### src/rtl/wpm_pkg.sv
package wpm_pkg;

  localparam int unsigned N_SRC     = 3;
  localparam int unsigned SRC_LINK  = 0;
  localparam int unsigned SRC_MAGIC = 1;
  localparam int unsigned SRC_FRAME = 2;

  localparam int unsigned EN_BIT = 8;
  localparam int unsigned ST_BIT = 15;

  typedef enum logic [1:0] {
    PS_D0 = 2'b00,
    PS_D3 = 2'b11
  } pstate_e;

  // Bit position of each source's arm flag in the wake-source register.
  function automatic int unsigned sel_bit(input int unsigned idx);
    case (idx)
      SRC_LINK:  return 29;
      SRC_MAGIC: return 27;
      default:   return 28;
    endcase
  endfunction

  // Only the full-power and the sleep encodings are accepted.
  function automatic logic state_write_ok(input logic [1:0] code);
    return (code == PS_D0) || (code == PS_D3);
  endfunction

  // A new hit wins over a clear in the same cycle.
  function automatic logic next_status(input logic cur, input logic hit,
                                       input logic clr);
    return hit | (cur & ~clr);
  endfunction

endpackage

### src/rtl/wpm_sync.sv
module wpm_sync #(
  parameter int unsigned STAGES   = 2,
  parameter bit          ANY_EDGE = 1'b0
) (
  input  logic clk,
  input  logic rst_n,
  input  logic din,
  output logic pulse
);

  localparam int unsigned CHAIN_W = STAGES + 1;

  // chain[STAGES-1] is the synchronised level and chain[STAGES] its history.
  logic [CHAIN_W-1:0] chain;

  always_ff @(posedge clk or negedge rst_n) begin
    if (!rst_n) chain <= '0;
    else        chain <= {chain[CHAIN_W-2:0], din};
  end

  logic lvl_now, lvl_old;
  assign lvl_now = chain[STAGES-1];
  assign lvl_old = chain[STAGES];

  generate
    if (ANY_EDGE) begin : g_any
      assign pulse = lvl_now ^ lvl_old;
    end else begin : g_rise
      assign pulse = lvl_now & ~lvl_old;
      // a rising-edge pulse lasts one cycle per edge
      a_r5_single_pulse: assert property (@(posedge clk) disable iff (!rst_n)
        pulse |=> !pulse);
    end
  endgenerate

endmodule

### src/rtl/wpm_csr.sv
module wpm_csr
  import wpm_pkg::*;
#(
  parameter int unsigned ADDR_W   = 8,
  parameter int unsigned DATA_W   = 32,
  parameter logic [ADDR_W-1:0] CSR_ADDR = 8'h54,
  parameter logic [ADDR_W-1:0] SEL_ADDR = 8'h40
) (
  input  logic              clk,
  input  logic              rst_n,
  input  logic              wr,
  input  logic              rd,
  input  logic [ADDR_W-1:0] addr,
  input  logic [DATA_W-1:0] wdata,
  input  logic              status,
  output logic [DATA_W-1:0] rdata,
  output pstate_e           pstate,
  output logic              pme_en,
  output logic [N_SRC-1:0]  arm,
  output logic              clr_req
);

  logic csr_hit, sel_hit, csr_wr, sel_wr;
  assign csr_hit = (addr == CSR_ADDR);
  assign sel_hit = (addr == SEL_ADDR);
  assign csr_wr  = wr & csr_hit;
  assign sel_wr  = wr & sel_hit;
  assign clr_req = csr_wr & wdata[ST_BIT];

  always_ff @(posedge clk or negedge rst_n) begin
    if (!rst_n) begin
      pstate <= PS_D0;
      pme_en <= 1'b0;
      arm    <= '0;
    end else begin
      if (csr_wr) begin
        pme_en <= wdata[EN_BIT];
        if (state_write_ok(wdata[1:0])) pstate <= pstate_e'(wdata[1:0]);
      end
      if (sel_wr) begin
        for (int i = 0; i < N_SRC; i++) arm[i] <= wdata[sel_bit(i)];
      end
    end
  end

  always_comb begin
    rdata = '0;
    if (rd && csr_hit) begin
      rdata[1:0]    = pstate;
      rdata[EN_BIT] = pme_en;
      rdata[ST_BIT] = status;
    end else if (rd && sel_hit) begin
      for (int i = 0; i < N_SRC; i++) rdata[sel_bit(i)] = arm[i];
    end
  end

  // only the two legal encodings are ever held
  a_r3_state_legal: assert property (@(posedge clk) disable iff (!rst_n)
    (pstate == PS_D0) || (pstate == PS_D3));

  // an illegal state write leaves the state alone
  a_r3_state_kept: assert property (@(posedge clk) disable iff (!rst_n)
    (csr_wr && !state_write_ok(wdata[1:0])) |=> $stable(pstate));

endmodule

### src/rtl/wpm_status.sv
module wpm_status
  import wpm_pkg::*;
(
  input  logic             clk,
  input  logic             rst_n,
  input  logic [N_SRC-1:0] hit,
  input  logic [N_SRC-1:0] arm,
  input  logic             clr,
  output logic             status,
  output logic             set_now
);

  assign set_now = |(hit & arm);

  always_ff @(posedge clk or negedge rst_n) begin
    if (!rst_n) status <= 1'b0;
    else        status <= next_status(status, set_now, clr);
  end

  // status is sticky until a clear
  a_r7_sticky: assert property (@(posedge clk) disable iff (!rst_n)
    (status && !clr) |=> status);

  // an armed hit always leaves the status set, even against a clear
  a_r10_set_wins: assert property (@(posedge clk) disable iff (!rst_n)
    set_now |=> status);

  // no armed hit means no new status
  a_r5_no_spurious: assert property (@(posedge clk) disable iff (!rst_n)
    (!status && !set_now) |=> !status);

endmodule

### src/rtl/wake_pm_ctrl.sv
module wake_pm_ctrl
  import wpm_pkg::*;
#(
  parameter int unsigned ADDR_W      = 8,
  parameter int unsigned DATA_W      = 32,
  parameter logic [ADDR_W-1:0] CSR_ADDR = 8'h54,
  parameter logic [ADDR_W-1:0] SEL_ADDR = 8'h40,
  parameter int unsigned SYNC_STAGES = 2
) (
  input  logic              clk,
  input  logic              rst_n,
  input  logic              cfg_wr,
  input  logic              cfg_rd,
  input  logic [ADDR_W-1:0] cfg_addr,
  input  logic [DATA_W-1:0] cfg_wdata,
  output logic [DATA_W-1:0] cfg_rdata,
  input  logic              link_up,
  input  logic              magic_hit,
  input  logic              frame_hit,
  output logic [1:0]        pwr_state,
  output logic              wake_oe,
  output logic              wake_n
);

  logic [N_SRC-1:0] src_raw, src_pulse, arm;
  logic             status, set_now, clr_req, pme_en;
  pstate_e          pstate;

  assign src_raw[SRC_LINK]  = link_up;
  assign src_raw[SRC_MAGIC] = magic_hit;
  assign src_raw[SRC_FRAME] = frame_hit;

  generate
    for (genvar g = 0; g < N_SRC; g++) begin : g_src
      wpm_sync #(
        .STAGES  (SYNC_STAGES),
        .ANY_EDGE(g == SRC_LINK)
      ) u_sync (
        .clk  (clk),
        .rst_n(rst_n),
        .din  (src_raw[g]),
        .pulse(src_pulse[g])
      );
    end
  endgenerate

  wpm_csr #(
    .ADDR_W  (ADDR_W),
    .DATA_W  (DATA_W),
    .CSR_ADDR(CSR_ADDR),
    .SEL_ADDR(SEL_ADDR)
  ) u_csr (
    .clk    (clk),
    .rst_n  (rst_n),
    .wr     (cfg_wr),
    .rd     (cfg_rd),
    .addr   (cfg_addr),
    .wdata  (cfg_wdata),
    .status (status),
    .rdata  (cfg_rdata),
    .pstate (pstate),
    .pme_en (pme_en),
    .arm    (arm),
    .clr_req(clr_req)
  );

  wpm_status u_status (
    .clk    (clk),
    .rst_n  (rst_n),
    .hit    (src_pulse),
    .arm    (arm),
    .clr    (clr_req),
    .status (status),
    .set_now(set_now)
  );

  assign pwr_state = pstate;
  assign wake_oe   = status & pme_en;
  assign wake_n    = ~wake_oe;

  // a write that drops the enable releases the line
  a_r8_release: assert property (@(posedge clk) disable iff (!rst_n)
    (cfg_wr && cfg_addr == CSR_ADDR && !cfg_wdata[EN_BIT]) |=> !wake_oe);

  // the request holds while software writes nothing
  a_r8_hold: assert property (@(posedge clk) disable iff (!rst_n)
    (wake_oe && !cfg_wr) |=> wake_oe);

endmodule

### config.mk
export PLATFORM = sky130hd
export DESIGN_NAME = wake_pm_ctrl
export DESIGN_NICKNAME = d
export VERILOG_FILES = /design/src/rtl/wpm_pkg.sv /design/src/rtl/wpm_sync.sv /design/src/rtl/wpm_csr.sv /design/src/rtl/wpm_status.sv /design/src/rtl/wake_pm_ctrl.sv
export SDC_FILE = /design/constraint.sdc
export NUM_CORES = 1
export LEC_CHECK = 0
export BUFFER_PORTS_ARGS = -buffer_cell sky130_fd_sc_hd__buf_2
export CAP_MARGIN = 20
export CORE_MARGIN = 3
export CORE_UTILIZATION = 38
export DETAILED_ROUTE_END_ITERATION = 10
export PLACE_DENSITY = 0.82
export SYNTH_ARGS = -nofsm -noshare
export SYNTH_HDL_FRONTEND = slang
export SYNTH_SLANG_ARGS = --single-unit
### constraint.sdc
create_clock -name clk -period 3.68 [get_ports clk]
set_input_delay 0.552 -clock clk [delete_from_list [all_inputs] [get_ports clk]]
set_output_delay 0.552 -clock clk [all_outputs]
set_load 0.02 [all_outputs]
==> impl_results.md <==
* Status: finished clean
* Critical Path Stages at 5
* Period utilization at a little under 70%
* Min Hold Slack at 0.1668 ns
* Initial core utilization at approximately 42%
* Gate Count Post-Synth at 80
* CTS Hold Buffers Added at 0
* Crit path DAT at around 2.0 ns
* Final setup fails at 0
* Top delay family on crit path: simple AND/OR/NAND/NOR gates
* Type of origin of the critical path: primary input
* DP Cell Count at ~140
* DR vias/cell at ~4.4
* Overflow after GRT at 0
* EDFF count, synth at 0
* Clock latency on the worst-skew pair at about 0.27 ns
* Initial DRC Count at 5
* Synthesized area at around 870 µm²
* Setup TNS Final at 0 ns
* CP max stage cell: or4_4
* Async SR Flop Fraction at between 90% and 100%
* Core area at around 2100 µm²
* Crit path required time at 3.13 ns
* Most frequent cells in the layout: buf_2, conb_1, dfrtp_1, and2_1
* Yosys warning count at 0
* Crit path buf inv count at 2
* Multi-input gate area at approximately 350 µm²
* Fmax at 390.8 MHz
* Initial antenna violation count at 0
* Reg area at ~400 µm²
* Tmin final at 2.559 ns
* Clk pin slew, worst setup/hold paths at around 0.080 ns
* Nets@finish at between 150 and 200
* Final max-slew violation count at 0
* Clock Path Buffers at 2
* Final Hold Viols at 0
* Die extent in y at 53.91 µm
* Synth Register Bits at 16
* Port Buffers at 32
* Post-CTS Setup Bufs at 0
* R2r endpoint: u_status.status
* RSZ-0062 raised after global routing: false
* Crit path kind: primary input to primary output
* # fillers at about 190
* Crit path top cell by count: buf_2
* Top post-synthesis cells by area: dfrtp_1, buf_4, mux2_4, and2_1, or4_4
* Worst Skew at ~0.0048 ns
* Vias in the first global route at between 500 and 600
* DRC at 0
* DP HPWL at between 1000 and 1500 µm
* Total global-route track usage at between 10% and 20%
* Final GP Congestion at just under 0.7
* Post-cts sizing count at 0
* Power per cell area at approximately 330 nW/µm²
* H-tree levels at 1
* Number of core rows at 16
* Peak per-stage delay on the critical path at about 0.57 ns
* Worst-path cell chain: buf_2, or4_4, nor4_1, and2_1, buf_2
* Die X-Extent at about 54 µm
* Dominant cell type by area after synthesis: dfrtp_1
* Post-synth top area share at between 40% and 50%
* Critical Path Sink Type: primary output
* Most common cell after layout, fill and taps aside: buf_2
* Post-layout util at 47.51%
* Die ar. at 2906 µm²
* Hold Crit Class: primary input to async pin
* Most common flop cell mapped by yosys: dfrtp_1
* Worst r2r path cells at 3
* Ant diodes at 0
* DR WL/cell at 10.28 µm
* R2r startpoint: g_src[0].u_sync.chain[2]
* Max Cap Violations at 0
* Pre-Repair DR Iteration Count at 4
* CTS tree: built
* Final std cells w/o fill at 140
* First-pass GRT wire length at roughly 2100 µm
* Sequential-to-total area share from yosys stat at between 40 and 50%
* CP Max Fanout at 8
* CTS Sinks at 16
* Leakage power figure at 0.0005324 µW
* Ratio of cells with drive above 1 in the final layout at 36.28%
* Syn_area_per_cell at about 11 µm²
* Root buffer cell: clkbuf_4
* Unique masters post-synth at 25
* Largest net degree at the start of global routing at 17
* Vias at slightly above 600
* Max rail drop VDD at 316.5 µV
* Final WL at 1439 µm
* DRT antenna net count at 0
* Area delta synth->final at 12.34%
* IO Pins at 83
* Number of CTS-inserted buffers at 3
* R2r setup slk at between 2 and 3 ns
-- registers in the layout, summed over array words and instances (netlist names) --
signal and cells:
u_csr.pstate 2, u_csr.pme_en 1, g_src.u_sync.chain 9, u_csr.arm 3, u_status.status 1
-- power breakdown --
part           leakage [µW]  switching (µW)  internal [µW]  total (µW)
Combinational      0.000327            36.3           14.6        50.9
Clock             0.0000138            45.7           37.9        83.6
Sequential         0.000192            3.40            183         186
-- Yosys cell counts, types with 2 or more instances --
cell,n
buf_4,25
dfrtp_1,16
and2_1,6
inv_1,3
mux2_4,3
nand2_1,3
a221o_1,2
nand3b_1,2
nor3_1,2
nor4_1,2
or4_4,2
-- stage by stage --
step                worst slack (ns)  cell area, µm²  power (µW)
floorplan                      1.209           962.2       242.5
global placement               1.122           957.2       238.6
detailed placement             1.105           957.2       240.3
CTS                            1.106           979.7       322.5
global route                  0.9867           979.7       337.2
finish                         1.121           979.7       320.7
-- logic make-up after synthesis --
group | Yosys count | synth area share [%]
AOI/OAI and AO/OA | 6 | 5.308
xor gates and xnor gates | 1 | 1.004
buffers and inverters | 29 | 24.10
DFF | 16 | 45.91
muxes | 4 | 6.456
other | 1 | 0.4300
and+or+nand+nor | 23 | 16.79
-- layout make-up --
class	instances	area share, %
inverter	3	1.149
clock buffer	3	2.299
timing repair buffer	32	16.35
tap	27	3.448
multi-input combinational	59	35.89
sequential	16	40.87
-- metal layers --
metal,vias up,global-route usage (%),wire length [µm]
li1,289,-,-
met1,286,9.298,484
met2,39,21.77,786
met3,0,4.155,167
met4,0,1.277,0
met5,-,0,0
-- how the worst max path moves through the flow --
| stage | slack (ns) | from | end |
|---|---|---|---|
| after global routing | 0.99 | cfg_addr[3] | cfg_rdata[29] |
| after global placement | 1.12 | cfg_addr[3] | cfg_rdata[28] |
| after CTS | 1.11 | cfg_addr[3] | cfg_rdata[29] |
| final | 1.12 | cfg_addr[3] | cfg_rdata[29] |
| after detailed placement | 1.11 | cfg_addr[3] | cfg_rdata[29] |
| after floorplan | 1.21 | cfg_addr[3] | cfg_rdata[0] |
No activity file was read; power rests on OpenSTA's default activity.
